**src/rtl/ws_operand_agen.sv**
```systemverilog
module ws_operand_agen #(
  parameter int AW      = 16,
  parameter int CW      = 8,
  parameter int PEN_MID = 2,
  parameter int PEN_FAR = 4
) (
  input  logic          clk,
  input  logic          rst_n,
  input  logic          start,
  input  logic [3:0]    reg_num,
  input  logic [1:0]    mode,
  input  logic          byte_op,
  input  logic [AW-1:0] wp,
  input  logic [AW-1:0] pc,
  output logic          mem_req,
  output logic          mem_we,
  output logic [AW-1:0] mem_addr,
  output logic [AW-1:0] mem_wdata,
  input  logic          mem_ack,
  input  logic [AW-1:0] mem_rdata,
  output logic          done,
  output logic [AW-1:0] ea,
  output logic [CW-1:0] cycles,
  output logic [AW-1:0] pc_next
);

  typedef enum logic [2:0] {S_IDLE, S_FETCH, S_RDREG, S_WRREG, S_FIN} state_t;

  state_t        st;
  logic [AW-1:0] ext_q, ea_q, pcn_q, wdata_q;
  logic [CW-1:0] cyc_q;
  logic [AW-1:0] reg_addr;

  function automatic logic [CW-1:0] pen(input logic [AW-1:0] a);
    case (a[AW-1:AW-3])
      3'd0, 3'd4: pen = '0;
      3'd3:       pen = CW'(PEN_MID);
      default:    pen = CW'(PEN_FAR);
    endcase
  endfunction

  assign reg_addr  = wp + AW'({reg_num, 1'b0});
  assign mem_req   = (st == S_FETCH) || (st == S_RDREG) || (st == S_WRREG);
  assign mem_we    = (st == S_WRREG);
  assign mem_addr  = (st == S_FETCH) ? pc : reg_addr;
  assign mem_wdata = wdata_q;
  assign done      = (st == S_FIN);
  assign ea        = ea_q;
  assign cycles    = cyc_q;
  assign pc_next   = pcn_q;

  always_ff @(posedge clk or negedge rst_n) begin
    if (!rst_n) begin
      st      <= S_IDLE;
      ext_q   <= '0;
      ea_q    <= '0;
      pcn_q   <= '0;
      wdata_q <= '0;
      cyc_q   <= '0;
    end else begin
      case (st)
        S_IDLE: if (start) begin
          pcn_q <= (mode == 2'd2) ? pc + AW'(2) : pc;
          case (mode)
            2'd0: begin cyc_q <= '0; ea_q <= reg_addr; st <= S_FIN; end
            2'd1: begin cyc_q <= CW'(4); st <= S_RDREG; end
            2'd2: begin cyc_q <= byte_op ? CW'(10) : CW'(8); st <= S_FETCH; end
            default: begin cyc_q <= byte_op ? CW'(6) : CW'(8); st <= S_RDREG; end
          endcase
        end
        S_FETCH: if (mem_ack) begin
          ext_q <= mem_rdata;
          if (reg_num == 4'd0) begin
            ea_q  <= mem_rdata;
            cyc_q <= cyc_q + pen(pc) + pen(mem_rdata);
            st    <= S_FIN;
          end else begin
            cyc_q <= cyc_q + pen(pc);
            st    <= S_RDREG;
          end
        end
        S_RDREG: if (mem_ack) begin
          case (mode)
            2'd1: begin
              ea_q  <= mem_rdata;
              cyc_q <= cyc_q + pen(reg_addr);
              st    <= S_FIN;
            end
            2'd2: begin
              ea_q  <= mem_rdata + ext_q;
              cyc_q <= cyc_q + pen(reg_addr) + pen(reg_addr);
              st    <= S_FIN;
            end
            default: begin
              ea_q    <= mem_rdata;
              wdata_q <= mem_rdata + (byte_op ? AW'(1) : AW'(2));
              cyc_q   <= cyc_q + pen(reg_addr);
              st      <= S_WRREG;
            end
          endcase
        end
        S_WRREG: if (mem_ack) begin
          cyc_q <= cyc_q + pen(reg_addr);
          st    <= S_FIN;
        end
        default: st <= S_IDLE;
      endcase
    end
  end

  AST_REQ_HOLD: assert property (@(posedge clk) disable iff (!rst_n)
    mem_req && !mem_ack |=> mem_req && $stable(mem_addr) && $stable(mem_we) && $stable(mem_wdata));
  AST_DONE_PULSE: assert property (@(posedge clk) disable iff (!rst_n)
    done |=> !done);
  AST_WRITE_MODE3: assert property (@(posedge clk) disable iff (!rst_n)
    mem_req && mem_we |-> mode == 2'd3);
  AST_MODE0_QUIET: assert property (@(posedge clk) disable iff (!rst_n)
    mode == 2'd0 && st != S_IDLE |-> !mem_req);
  AST_WB_STEP: assert property (@(posedge clk) disable iff (!rst_n)
    mem_req && mem_we |-> (mem_wdata - ea_q) == (byte_op ? AW'(1) : AW'(2)));

endmodule

```
**config.mk**
```make
export PLATFORM = sky130hd
export DESIGN_NAME = ws_operand_agen
export DESIGN_NICKNAME = d
export VERILOG_FILES = /design/src/rtl/ws_operand_agen.sv
export SDC_FILE = /design/constraint.sdc
export NUM_CORES = 1
export LEC_CHECK = 0
export BUFFER_PORTS_ARGS = -buffer_cell sky130_fd_sc_hd__buf_2
export CORE_MARGIN = 1
export CORE_UTILIZATION = 50
export CTS_CLUSTER_DIAMETER = 100
export DETAILED_ROUTE_END_ITERATION = 8
export MAX_ROUTING_LAYER = met4
export PLACE_DENSITY_LB_ADDON = 0.12
export SYNTH_ARGS = -nofsm -noshare
export SYNTH_HDL_FRONTEND = slang
export SYNTH_SLANG_ARGS = --single-unit
```
**constraint.sdc**
```tcl
create_clock -name clk -period 5.25 [get_ports clk]
set_clock_uncertainty 0.05 [all_clocks]
set_input_delay 1.05 -clock clk [delete_from_list [all_inputs] [get_ports clk]]
set_output_delay 1.05 -clock clk [all_outputs]
set_load 0.05 [all_outputs]
```
==> impl_metrics.yaml <==
setup_path:
  crit_path_cell_trace: "buf_2, ha_1, fa_1, a211oi_1, nor2_1, and3_1, xor2_1, mux2_2, buf_2"
  start_kind: "input pin"
  slowest_delay_ns: 0.42
  end_kind: "output port"
  critPathKind: "input pin to output port"
  crit_required_ns: 4.15
  worstPathArrival_ns: 3.25
  rr_startpoint: "st[0]"
  reg2reg_slack_ns: 1.92
  crit_top_cell: "buf_2"
  reg2reg_to: "cycles[6]"
  slowest_stage: "fa_1"
  worstRegToRegCells: 6
  endpoint: "mem_addr[11]"
  startpoint: "reg_num[0]"
  critical_path.max_fanout: 9
cts:
  post-cts-setup-buffers: 0
  clock_path_buffers: 2
  clock_latency_ns: 0.35
  ctsRootBufferMaster: "clkbuf_16"
  clock_sinks: 75
  h-tree-depth: 3
  cts_hold_buf: 0
  cts_tree: "done"
  cts_resized: 0
  cts-buffers-inserted: 9
  clk_pin_slew_ns: 0.06
floorplan:
  ios: 134
  rows: 39
  die_area_mm2: 0.01230
  start_util_pct: 51.70
  die_x_um: 110.9
  die_h_um: 110.9
  core_mm2: 0.01147
logic_synthesis:
  ys_top_cells_by_area: "dfrtp_1 32%, ha_1 7.6%, nand2_1 7.5%"
  synth_edf_count: 0
  syn_inst: 719
  yosysSeqAreaShare_pct: 31.66
  syn_area_mm2: 0.005928
  async_flop_share_pct: 100.0
  synth_top_cell_by_area: "dfrtp_1"
  ys_types: 73
  synth_ff_type: "dfrtp_1"
  avgSynthCellArea_um2: 8.245
  yosysWarnings: 0
  synth_nets: 823
  yosys.area.top_type_share_pct: 31.66
  synth_seq_cells: 75
pwr:
  seq_power_share_pct: 23.8
  power_leakage_nw: 3.175
  pwr_density_cell_mw_per_mm2: 639.0
  p_int_mw: 2.002
  vdd_ir_drop_max_mv: 0.4470
  clkPwrFrac_pct: 14.6
  p_sw_mw: 2.438
  power_frac_comb_pct: 61.7
  switching_share_pct: 54.91
global_routing:
  grt-ovfl-total: 0
  grt_pass1_vias: 5270
  antenna_found_initial: 1
  grt_first_pass_wirelength_um: 28790
  grt_max_degree: 76
  grt_usage_pct: 31.01
sta:
  maxSlewHeadroom_pct: 26.18
  hold_viol: 0
  worst-slew-pin-transition_ns: 1.103
  rsz0062_at_grt: "no"
  fmaxAchievable_mhz: 230.1
  setup_viol: 0
  period_needed_ns: 4.346
  setup_tns_ns: 0
  min_period_over_period_pct: 82.78
  drv_slew: 0
routing:
  met1_length_um: 8242
  drt_iter0_drc: 423
  met2_length_um: 8157
  dr_wl_met3_um: 1103
  highest_layer: "met4"
  viasPerCell: 5.815
  wl_um: 18030
  vias: 5710
  wl_per_cell_um: 18.36
  drc: 0
  dr.pass1.iters: 5
  ant_nets: 0
finish:
  final_layout_size_suffix_gt1_share_pct: 21.96
  mostFrequentLayoutCell: "buf_2"
  final_cell_mix: "132 x buf_2, 119 x nand2_1, 89 x nor2_1"
  areaGrowthSynthToFinish_pct: 17.20
  nNetsFinal: 937
  fin_area_mm2: 0.006948
placement:
  gp_congestion: 0.9337
  placed_area_mm2: 0.006644
  dp_hpwl_um: 13840
  numPortBuffers: 133
run_status:
  status: "finished clean"
min_path:
  hp-class: "flop to flop"
job:
  cap_violations: 0
## kinds of logic after synthesis
| family | after synthesis | synth area share [%] |
|---|---|---|
| mux | 9 | 1.604 |
| flops | 75 | 31.66 |
| compound gates | 180 | 21.21 |
| buf+inv | 56 | 4.242 |
| fa+ha+maj | 45 | 10.64 |
| xor+xnor | 48 | 7.092 |
| simple gates | 306 | 23.55 |
## power by group through the flow
stage / clock network (mW) / registers (mW) / logic, mW
2_1_floorplan: 0 / 1.67 / 1.47
5_1_grt: 0.682 / 1.09 / 2.94
3_5_place_dp: 0 / 1.06 / 2.73
4_1_cts: 0.654 / 1.05 / 2.73
6_report: 0.647 / 1.05 / 2.74
3_3_place_gp: 0 / 1.05 / 2.69
## worst min path at each step
stage,start,to,cells after the start
floorplan,ext_q[0],ext_q[0],2
finish,mem_wdata[12],mem_wdata[12],2
CTS,mem_wdata[9],mem_wdata[9],2
global route,ext_q[7],ext_q[7],2
global placement,mem_wdata[7],mem_wdata[7],2
detailed placement,mem_wdata[9],mem_wdata[9],2
## routing by layer
layer,up-vias,GRT usage (%)
li1,2770,-
met1,2719,41.33
met2,189,46.29
met3,32,5.905
met4,0,12.98
met5,-,-
## area by class of cell
type | count | area (µm²)
multi-input cells | 588 | 3809
inverters | 23 | 88.84
clock inverters | 6 | 72.57
repair buffers | 136 | 690.7
diodes | 1 | 2.502
flip-flops and latches | 75 | 1877
fillers | 1034 | 4519
well taps | 143 | 178.9
clock buffers | 10 | 229.0
## worst max-delay path, delay by kind of cell
family / cells / cell delay (ns)
adders and majority gates: 2 / 0.64
and+or+nand+nor: 2 / 0.42
buffers and inverters: 2 / 0.37
AOI/OAI and AO/OA: 1 / 0.28
xor gates and xnor gates: 1 / 0.27
muxes: 1 / 0.21
## synthesized netlist by cell type, types with 5 or more instances
master	number
o21ai_0	49
a221oi_2	5
dfrtp_1	75
a21oi_1	53
a21o_1	6
buf_2	13
nand4_1	11
or3_1	7
and3_1	7
xor2_1	22
mux2i_1	5
ha_1	36
inv_1	22
a31oi_1	9
nand2_1	119
a211oi_1	5
nor2_1	89
nand3_1	20
nand2b_1	8
fa_1	9
nor3_1	14
xnor2_1	26
clkbuf_1	17
## registers in the layout, indices dropped and copies added (netlist names)
| register | flops |
|---|---|
| cycles | 8 |
| ea | 16 |
| ext_q | 16 |
| mem_wdata | 16 |
| pc_next | 16 |
| st | 3 |
## per-stage QoR
stage	setup slack, ns	hold slack [ns]	total power, mW	instances	utilization [%]
floorplan	0.4767	0.3997	3.143	719	-
global placement	0.7949	0.4095	3.738	965	57.94
detailed placement	0.6308	0.4157	3.790	965	57.94
CTS	0.9349	0.4305	4.442	981	60.57
global route	0.6757	0.4455	4.718	982	60.59
finish	0.9042	0.4209	4.440	982	60.59
Note: power is estimated with default switching activity, not from simulation.
